<file path="config.mk">
export PLATFORM = sky130hd
export DESIGN_NAME = clk_disc_sup
export DESIGN_NICKNAME = d
export VERILOG_FILES = /design/src/rtl/cds_pkg.sv /design/src/rtl/cds_loss_timer.sv /design/src/rtl/cds_drift_class.sv /design/src/rtl/cds_seq_fsm.sv /design/src/rtl/clk_disc_sup.sv
export SDC_FILE = /design/constraint.sdc
export NUM_CORES = 1
export LEC_CHECK = 0
export ABC_AREA = 1
export BUFFER_PORTS_ARGS = -buffer_cell sky130_fd_sc_hd__buf_2
export CORE_UTILIZATION = 40
export CTS_CLUSTER_DIAMETER = 80
export DETAILED_ROUTE_END_ITERATION = 12
export PLACE_DENSITY_LB_ADDON = 0.08
export SYNTH_ARGS = -nofsm -noshare
export SYNTH_HDL_FRONTEND = slang
export SYNTH_SLANG_ARGS = --single-unit
</file>
<file path="constraint.sdc">
create_clock -name clk -period 3.2 [get_ports clk]
set_clock_uncertainty 0.1 [all_clocks]
set_input_delay 0.32 -clock clk [delete_from_list [all_inputs] [get_ports clk]]
set_output_delay 0.32 -clock clk [all_outputs]
set_load 0.02 [all_outputs]
</file>
<file path="src/rtl/cds_pkg.sv">
package cds_pkg;
  typedef enum logic [2:0] {
    ST_ACQUIRE   = 3'd0,
    ST_PULSE_ARM = 3'd1,
    ST_TRACK     = 3'd2,
    ST_HOLD      = 3'd3,
    ST_RECAL     = 3'd4
  } cds_state_e;

  typedef enum logic [1:0] {
    DR_NEAR = 2'd0,
    DR_FAR  = 2'd1,
    DR_LOST = 2'd2
  } drift_cls_e;
endpackage

</file>
<file path="src/rtl/cds_loss_timer.sv">
module cds_loss_timer #(
  parameter int TW = 16
) (
  input  logic          clk,
  input  logic          rst,
  input  logic          run_i,
  input  logic          arrive_i,
  input  logic          tick_i,
  input  logic [TW-1:0] limit_i,
  output logic          lost_o
);
  localparam logic [TW-1:0] CNT_MAX = '1;
  localparam logic [TW-1:0] CNT_ONE = {{(TW-1){1'b0}}, 1'b1};

  logic [TW-1:0] cnt_q;

  // arrival wins over a tick in the same cycle; count saturates
  always_ff @(posedge clk) begin
    if (rst || !run_i || arrive_i)
      cnt_q <= '0;
    else if (tick_i && (cnt_q != CNT_MAX))
      cnt_q <= cnt_q + CNT_ONE;
  end

  assign lost_o = run_i && (cnt_q >= limit_i);
endmodule

</file>
<file path="src/rtl/cds_drift_class.sv">
module cds_drift_class
  import cds_pkg::*;
#(
  parameter int DW = 32
) (
  input  logic [DW-1:0] drift_i,
  input  logic [DW-1:0] near_lim_i,
  input  logic [DW-1:0] far_lim_i,
  output drift_cls_e    cls_o
);
  localparam logic [DW-1:0] MAG_ONE = {{(DW-1){1'b0}}, 1'b1};

  logic [DW-1:0] mag;

  // magnitude of a two's complement value; the most negative code maps to 2^(DW-1)
  always_comb begin
    mag = drift_i[DW-1] ? (~drift_i + MAG_ONE) : drift_i;
    if (mag >= far_lim_i)
      cls_o = DR_LOST;
    else if (mag >= near_lim_i)
      cls_o = DR_FAR;
    else
      cls_o = DR_NEAR;
  end
endmodule

</file>
<file path="src/rtl/cds_seq_fsm.sv">
module cds_seq_fsm
  import cds_pkg::*;
(
  input  logic       clk,
  input  logic       rst,
  input  logic       lock_i,
  input  logic       pulse_i,
  input  logic       sched_i,
  input  logic       arrive_i,
  input  logic       lost_i,
  input  drift_cls_e cls_i,
  output logic [2:0] state_o,
  output logic       load_o,
  output logic       hold_o,
  output logic       run_o
);
  cds_state_e state_q, nxt;

  always_comb begin
    nxt = state_q;
    unique case (state_q)
      ST_ACQUIRE:   if (lock_i)  nxt = ST_PULSE_ARM;
      ST_PULSE_ARM: if (pulse_i) nxt = ST_TRACK;
      ST_TRACK: begin
        if (lost_i)       nxt = ST_HOLD;
        else if (sched_i) nxt = ST_PULSE_ARM;
      end
      ST_HOLD: begin
        if (arrive_i) begin
          unique case (cls_i)
            DR_NEAR: nxt = ST_TRACK;
            DR_FAR:  nxt = ST_RECAL;
            default: nxt = ST_ACQUIRE;
          endcase
        end
      end
      ST_RECAL:     if (lock_i)  nxt = ST_PULSE_ARM;
      default:      nxt = ST_ACQUIRE;
    endcase
  end

  always_ff @(posedge clk) begin
    if (rst) begin
      state_q <= ST_ACQUIRE;
      load_o  <= 1'b0;
      hold_o  <= 1'b0;
    end else begin
      state_q <= nxt;
      load_o  <= (nxt == ST_PULSE_ARM) && (state_q != ST_PULSE_ARM);
      hold_o  <= (nxt == ST_HOLD);
    end
  end

  assign state_o = state_q;
  assign run_o   = (state_q == ST_PULSE_ARM) || (state_q == ST_TRACK);
endmodule

</file>
<file path="src/rtl/clk_disc_sup.sv">
module clk_disc_sup
  import cds_pkg::*;
#(
  parameter int DW = 32,
  parameter int TW = 16
) (
  input  logic          clk,
  input  logic          rst,
  input  logic          lock_i,
  input  logic          pulse_done_i,
  input  logic          sched_i,
  input  logic          sync_arrive_i,
  input  logic          tick_i,
  input  logic [DW-1:0] drift_i,
  input  logic [DW-1:0] near_lim_i,
  input  logic [DW-1:0] far_lim_i,
  input  logic [TW-1:0] loss_ticks_i,
  output logic [2:0]    state_o,
  output logic          cmp_load_o,
  output logic          osc_hold_o
);
  logic       run;
  logic       lost;
  drift_cls_e cls;

  cds_loss_timer #(.TW(TW)) u_loss (
    .clk      (clk),
    .rst      (rst),
    .run_i    (run),
    .arrive_i (sync_arrive_i),
    .tick_i   (tick_i),
    .limit_i  (loss_ticks_i),
    .lost_o   (lost)
  );

  cds_drift_class #(.DW(DW)) u_drift (
    .drift_i    (drift_i),
    .near_lim_i (near_lim_i),
    .far_lim_i  (far_lim_i),
    .cls_o      (cls)
  );

  cds_seq_fsm u_fsm (
    .clk      (clk),
    .rst      (rst),
    .lock_i   (lock_i),
    .pulse_i  (pulse_done_i),
    .sched_i  (sched_i),
    .arrive_i (sync_arrive_i),
    .lost_i   (lost),
    .cls_i    (cls),
    .state_o  (state_o),
    .load_o   (cmp_load_o),
    .hold_o   (osc_hold_o),
    .run_o    (run)
  );
endmodule

</file>
=== Word-level counts from Yosys, hierarchy flattened ===
Cells that the tools add are included.

* Bits in registers: 21
* Bits of input ports: 119
* Output and inout port bits: 5

* Add/subtract/negate cells: 2
* Order comparisons: 3
* Equal/unequal tests: 9
* Multiplexer cells: 10
* Bitwise operators: 1
* Reductions and logical operators: 10

{| class="wikitable"
|+ Operators by type and width
! cell !! number
|-
| 32-bit greater-or-equal comparator || 2
|-
| 32-bit by 1-bit adder with 32-bit output (second input constant) || 1
|-
| 32-bit two-way mux || 1
|-
| 32-bit NOT || 1
|-
| 16-bit by 1-bit adder with 16-bit output (second input constant) || 1
|-
| 16-bit greater-or-equal comparator || 1
|-
| 16-bit != test (second input constant) || 1
|-
| 3-bit two-way mux || 5
|-
| 3-bit case mux with 4 select lines || 1
|-
| 3-bit by 2-bit == test with 1-bit output (second input constant) || 3
|-
| 3-bit by 1-bit == test with 1-bit output (second input constant) || 2
|-
| 3-bit case mux with 2 select lines || 1
|-
| 3-bit == test (second input constant) || 1
|-
| 1-bit logical AND || 3
|-
| 3-bit logical NOT || 1
|-
| 1-bit logical OR || 3
|-
| 3-bit by 1-bit != test with 1-bit output (second input constant) || 1
|-
| 2-bit by 1-bit == test with 1-bit output (second input constant) || 1
|-
| 2-bit logical NOT || 1
|-
| 2-bit two-way mux || 1
|-
| 2-bit OR reduction || 1
|-
| 1-bit logical NOT || 1
|-
| 1-bit two-way mux || 1
|}

=== Longest topological paths before layout ===
Gate-level depths: netlist of the first run.

* Depth after elaboration: 12
* Gate-level depth with buffers: 23
* Mapped depth without buffers: 23

=== By module ===
Synthesis of the first run repeated with hierarchy kept, for this count alone.

* Cell total of the unflattened synthesis: 697
* Area, all modules: 4,259.1 um2

{| class="wikitable"
|+ By module, submodules not included
! module !! instances !! cells each !! area an instance (um2)
|-
| cds_drift_class || 1 || 441 || 2,633.8
|-
| cds_loss_timer || 1 || 210 || 1,335.0
|-
| cds_seq_fsm || 1 || 46 || 290.3
|}

=== Worst setup path after synthesis of the first run ===
Ideal clock, no wire load.

* Path type: input port to flip-flop
* Start: input port drift_i[0]
* End: register u_fsm.hold_o
* Data arrival time: 2,563 ps
* Data required time: 2,991 ps
* Path slack: 428 ps
* Stages on the path: 23
* Path through: inv_2 ha_1 nand2_1 nor2_1 nand4_1 nor3_1 nand2_1 o31ai_1 xor2_1 ha_1 nand2_1 nor2_1 nand2_1 nor2_1 nor2_1 nand2_1 nand2_1 nand2_1 nor2_1 nor2_1 nand2_1 nand2_1 inv_1

* Cells in the longest elaborated chain, start to end: 11
* Elaborated cells on any way between the ends: 13

{| class="wikitable"
|+ RTL lines
! what !! RTL line !! source
|-
| start: declaration || clk_disc_sup.sv:14 || <nowiki>input logic [DW-1:0] drift_i,</nowiki>
|-
| 32-bit NOT || cds_drift_class.sv:17 || <nowiki>mag = drift_i[DW-1] ? (~drift_i + MAG_ONE) : drift_i;</nowiki>
|-
| 32-bit by 1-bit adder with 32-bit output || cds_drift_class.sv:17 ||
|-
| 32-bit two-way mux * || cds_drift_class.sv:17 ||
|-
| 32-bit greater-or-equal comparator || cds_drift_class.sv:20 || <nowiki>else if (mag >= near_lim_i)</nowiki>
|-
| 1-bit two-way mux || cds_drift_class.sv:20 ||
|-
| 2-bit two-way mux * || cds_drift_class.sv:18 || <nowiki>if (mag >= far_lim_i)</nowiki>
|-
| 2-bit by 1-bit == test with 1-bit output or 2-bit logical NOT (tied branches) || cds_seq_fsm.sv:30 || <nowiki>unique case (cls_i)</nowiki>
|-
| 3-bit case mux with 2 select lines * || cds_seq_fsm.sv:30 ||
|-
| 3-bit two-way mux * || cds_seq_fsm.sv:29 || <nowiki>if (arrive_i) begin</nowiki>
|-
| 3-bit case mux with 4 select lines * || cds_seq_fsm.sv:21 || <nowiki>unique case (state_q)</nowiki>
|-
| 3-bit by 2-bit == test with 1-bit output * || cds_seq_fsm.sv:50 || <nowiki>hold_o <= (nxt == ST_HOLD);</nowiki>
|-
| end signal: assignment || cds_seq_fsm.sv:50 ||
|-
| end: declaration || cds_seq_fsm.sv:14 || <nowiki>output logic hold_o,</nowiki>
|}

Mark *: on every way between the ends. The rest lies on a longest branch, timed or not.
A chain may end at the register's enable or synchronous reset.

=== Final worst setup path of the first run ===
Ends and elaborated chain as after synthesis.

==> flow_summary.toml, run 1 <==
[cts]
root_buffer = "clkbuf_8"
cts_max_level = 1
path_clk_slew_ps = 80
cts-buffers-inserted = 3
holdBufCountCts = 0
cts_tree = "built"
clockBufferDepth = 2
clkLatencyLatePin_ps = 270
cts_sinks = 21

[worst_hold_path]
hold_depth = 2
min_from = "rst"
min_to = "u_fsm.state_o[2]"
min_path_type = "primary input to flop"

[critical_path]
cpLargestDelayFamily = "simple AND/OR/NAND/NOR gates"
timing.rr.start = "u_loss.cnt_q[11]"
crit_chain = "buf_2 > inv_2 > ha_2 > nand2_1 > nor2_2 > and2_1 > nand4_2 > nor3_2 > buf_4 > nand4_1 > nand2_1 > xnor2_1 > ha_1 > nand2_1 > nor2_2 > nand2_1 > nor4_2 > nand2_1 > nand3_1 > nor2_1 > nor2_1 > nand2_1 > nand2_1 > inv_1"
worstPathRequired_ps = 3270
path_buf_inv = 4
slowest_stage = "ha_1"
rr_endpoint = "u_fsm.load_o"
worst_path_largest_cell_delay_ps = 280
critPathKind = "primary input to flop"
r2r_cells = 9
arrival_ps = 2970
endpoint_kind = "flop"
path_max_fanout = 4
start_kind = "primary input"
r2r_slack_ps = 1060
crit_path_frequent_cell = "nand2_1"

[die]
die_area_mm2 = 0.0100
ioPinCount = 124
rows = 35
core_area_mm2 = 0.00928
die_y_um = 100
dieWidth_um = 100
start_util = 0.416

[timing]
fin_crit_ps = 2900
tightest_slew_ps = 567
fmax_ghz = 0.345
period_share = 0.906
drv_slew = 0
holdWs_ps = 145
setup_viol_count_final = 0
finalHoldViolations = 0
slew_headroom = 0.619
rsz0062_at_grt = "true"

[synthesis]
synth_top_area_frac = 0.266
syn_inst = 621
ys_seq_elements = 21
syn_nets = 822
yosysSeqAreaShare = 0.109
ys_top_cells_by_area = "ha_1 (27%), inv_1 (14%), nand2_1 (12%)"
synth_area_per_cell_um2 = 6.21
syn_area_mm2 = 0.00386
async_flop_share = 0
yosys_warnings = 0
yosys.area.top_type = "ha_1"
synth.most_common_cell = "inv_1"
ys_types = 34
synthFlopType = "dfxtp_1"
synth_commonest_cells = "inv_1 (141), nand2_1 (122), ha_1 (82), nor2_1 (56), a21oi_1 (53)"
synth_edf_count = 0

[global_routing]
grt_pass1_vias = 3784
grt_pass1_wl_um = 16000
antenna_found_initial = 0
overflow = 0
grt_max_degree = 22
grt.total_usage = 0.194

[detailed_routing]
viasPerCell = 4.65
num_vias = 4100
firstDrtPassIters = 4
drt.antenna.violating_nets = 0
routed_wl_um = 9580
drtIter0Drc = 155
drc = 0
wire_per_inst_um = 10.9

[finish]
syn2layout_area_growth_pct = 24.0
n_antenna_cell = 0
drive_gt1_frac = 0.230
post-route-util = 0.515
layout.nets = 955

[outcome]
status = "complete, no violations"

[place]
dp_hpwl_um = 8500
place_congestion = 0.869
io_buffers = 123

[power]
peakVddDrop_uv = 130
p_per_area_mw_per_mm2 = 198
p_leak_nw = 2.78

[job]
maxCapViolCount = 0
==> layout make-up <==
type,instances,area [um^2]
clock buffers,3,41.3
clock inverters,1,7.51
fillers,1000,4500
inverters,149,559
multi-input cells,447,2910
flip-flops and latches,21,420
well taps,129,161
repair buffers,132,683
==> per-layer routing <==
layer / GRT usage / part of all wire / up-vias
met1: 0.273 / 0.52 / 1746
met5: 0 / 0 / -
met4: 0.0167 / 0.0014 / 0
met2: 0.330 / 0.42 / 106
met3: 0.0209 / 0.054 / 2
li1: - / - / 2246
==> state kept, by name, summed over array words and instances (netlist names) <==
register	cells
u_fsm.hold_o	1
u_loss.cnt_q	16
u_fsm.load_o	1
u_fsm.state_o	3
==> how the worst max path moves through the flow <==
stage | from | end | slack (ps) | cells past startpoint
finish | drift_i[0] | u_fsm.hold_o | 300 | 24
global route | drift_i[0] | u_fsm.hold_o | -10 | 24
CTS | drift_i[0] | u_fsm.hold_o | 190 | 24
detailed placement | drift_i[0] | u_fsm.hold_o | -70 | 24
global placement | drift_i[0] | u_fsm.hold_o | 10 | 24
floorplan | drift_i[0] | u_fsm.hold_o | 430 | 23
==> placed cells by master, fill, tap and decap left out, types with 2 or more instances in the layout <==
cell type  count
nand3_2        3
nor2_2         5
ha_1          81
nand2_1      120
buf_4          9
a31oi_1        3
nor3_1        14
o21ai_2        3
nor2_1        54
nor3_4         2
inv_2          8
nand4_1       13
xor2_1        24
nand3_1       14
a21oi_1       52
or2_2          2
inv_1        141
o21ai_1        2
xnor2_1        5
nor4_1         4
nand2_2        5
o21ai_0       20
a21oi_2        2
clkbuf_8       3
dfxtp_1       21
a211oi_1       2
nor3_2         3
o21a_1         7
buf_2        123
==> report_power, final <==
group	internal, W	switching (W)
registers	0.000265	0.00000324
clock network	0.0000882	0.0000982
logic	0.000216	0.000278
==> kinds of logic (layout without fill, tap and decap cells) <==
family	count (synthesis)	in the layout	synth area share
adder cells (fa/ha/maj)	82	82	0.266
AND/OR/NAND/NOR	242	242	0.276
buffers and inverters	153	285	0.150
flip-flops	21	21	0.109
XOR/XNOR	29	29	0.0658
AO/OA/AOI/OAI	94	94	0.133
==> timing repair <==
action                     CTS  global route
gates resized for setup      0            14
setup endpoints to repair    0             4
buffers inserted             0             1
==> per-stage QoR <==
| step | TNS [ps] | instance area, um^2 | power [W] | worst slack (ps) | std cells |
|---|---|---|---|---|---|
| after CTS | 0 | 4720 | 0.000952 | 190 | 881 |
| after floorplan | 0 | 3860 | 0.000596 | 428 | 621 |
| after detailed placement | -164 | 4680 | 0.000763 | -74.2 | 877 |
| final | 0 | 4780 | 0.000949 | 301 | 882 |
| after global routing | -14.1 | 4780 | 0.00105 | -14.1 | 882 |
| after global placement | 0 | 4680 | 0.000750 | 12.9 | 877 |
Note: power is estimated with default switching activity, not from simulation.
==> run 2: changes to the inputs <==
--- a/config.mk
+++ b/config.mk
@@ -11,6 +11,7 @@
 export CTS_CLUSTER_DIAMETER = 80
 export DETAILED_ROUTE_END_ITERATION = 12
 export PLACE_DENSITY_LB_ADDON = 0.08
+export RECOVER_POWER = 50
 export SYNTH_ARGS = -nofsm -noshare
 export SYNTH_HDL_FRONTEND = slang
 export SYNTH_SLANG_ARGS = --single-unit
==> flow_summary.toml, run 2 (synthesized netlist as in run 1, its figures left out) <==
[cts]
holdBufCountCts = 0
root_buffer = "clkbuf_8"
cts-buffers-inserted = 3
clkLatencyLatePin_ps = 270
cts_sinks = 21
cts_max_level = 1
cts_tree = "built"
clockBufferDepth = 2
path_clk_slew_ps = 80

[global_routing]
grt_pass1_vias = 3784
antenna_found_initial = 0
overflow = 0
grt_pass1_wl_um = 16000
grt.total_usage = 0.194
grt_max_degree = 22

[place]
place_congestion = 0.869
dp_hpwl_um = 8500
preCtsSetupSlack_ps = -74.2
io_buffers = 123
dpl_cell_area_mm2 = 0.00468

[job]
maxCapViolCount = 0

[timing]
tightest_slew_ps = 567
finalHoldViolations = 0
fmax_ghz = 0.344
slew_headroom = 0.619
worst_slack_ps = 294
fin_crit_ps = 2910
setup_viol_count_final = 0
holdWs_ps = 146
drv_slew = 0
rsz0062_at_grt = "true"
period_share = 0.908

[critical_path]
path_max_fanout = 4
arrival_ps = 2980
worstPathRequired_ps = 3270
critPathKind = "primary input to flop"
start_kind = "primary input"
endpoint_kind = "flop"

[die]
rows = 35
die_area_mm2 = 0.0100
start_util = 0.416
core_area_mm2 = 0.00928
dieWidth_um = 100
die_y_um = 100
ioPinCount = 124

[detailed_routing]
drtIter0Drc = 165
firstDrtPassIters = 4
num_vias = 4107
viasPerCell = 4.66
routed_wl_um = 9600
wire_per_inst_um = 10.9
drc = 0
drt.antenna.violating_nets = 0

[power]
fin_total_pwr_w = 0.000947
p_leak_nw = 2.76
peakVddDrop_uv = 130
p_per_area_mw_per_mm2 = 199

[finish]
fin_area_mm2 = 0.00477
multi_input_area_mm2 = 0.00290
layout.nets = 955
n_antenna_cell = 0
fillers = 1005
syn2layout_area_growth_pct = 23.6
regMostFlops = "u_loss.cnt_q"
largest_reg_flops = 16
seq_area_um2 = 420
layout_commonest_cell = "inv_1"
drive_gt1_frac = 0.218
final_cell_mix = "inv_1 (143), nand2_1 (121), buf_2 (118), ha_1 (81), nor2_1 (54)"

[worst_hold_path]
min_path_type = "primary input to flop"

[outcome]
status = "complete, no violations"
==> run 2: cell count changes in the layout (fill, tap and decap cells not counted), sizes merged <==
cell,previous run,this run
buf,132,127
clkbuf,3,8
==> run 2: worst max-delay path, stage by stage <==
cell and delay [ps]:
buf_2 100, inv_2 70, ha_2 180, nand2_1 80, nor2_2 130, and2_1 150, nand4_2 110, nor3_2 190
buf_4 150, nand4_1 60, nand2_1 80, xnor2_1 100, ha_1 280, nand2_1 70, nor2_2 120, nand2_1 100
nor4_2 150, nand2_1 100, nand3_1 70, nor2_1 40, nor2_1 130, nand2_1 90, nand2_1 70, inv_1 30
==> run 2: path summary, 6_finish.rpt <==
path                          from                to  slack [ps]  cells after the start
setup / recovery        drift_i[0]      u_fsm.hold_o         290                     24
hold / removal                 rst  u_fsm.state_o[2]         150                      2
hold reg to reg   u_loss.cnt_q[15]  u_loss.cnt_q[15]         420                      2
setup reg to reg  u_loss.cnt_q[11]      u_fsm.load_o        1020                      9
==> run 2: area by class of cell <==
type,instances,area share
Clock buffer,3,0.00866
Clock inverter,1,0.00157
Inverter,149,0.117
Multi-Input combinational cell,447,0.609
Sequential cell,21,0.0881
Tap cell,129,0.0338
Timing Repair Buffer,132,0.142
==> run 2: power by group <==
part	internal, W	switching [W]	total [W]
Clock	0.0000882	0.0000976	0.000186
Combinational	0.000215	0.000278	0.000493
Sequential	0.000265	0.00000336	0.000268
==> run 2: per-layer routing <==
metal,wire [um],GRT usage,vias up,share of wire
li1,-,-,2245,-
met1,5070,0.273,1752,0.53
met2,4070,0.330,108,0.42
met3,444,0.0209,2,0.046
met4,13,0.0167,0,0.0014
met5,0,0,-,0
==> run 2: what timing repair did <==
item,in CTS,in global routing
resized for setup,0,14
buffers inserted,0,1
setup endpoints to repair,0,4
==> run 2: metrics by stage <==
| step | std cells | util | setup TNS (ps) |
|---|---|---|---|
| 3_3_place_gp | 877 | 0.504 | 0 |
| 2_1_floorplan | 621 | - | 0 |
| 3_5_place_dp | 877 | 0.504 | -164 |
| 6_report | 882 | 0.514 | 0 |
| 5_1_grt | 882 | 0.514 | -14.1 |
| 4_1_cts | 881 | 0.509 | 0 |
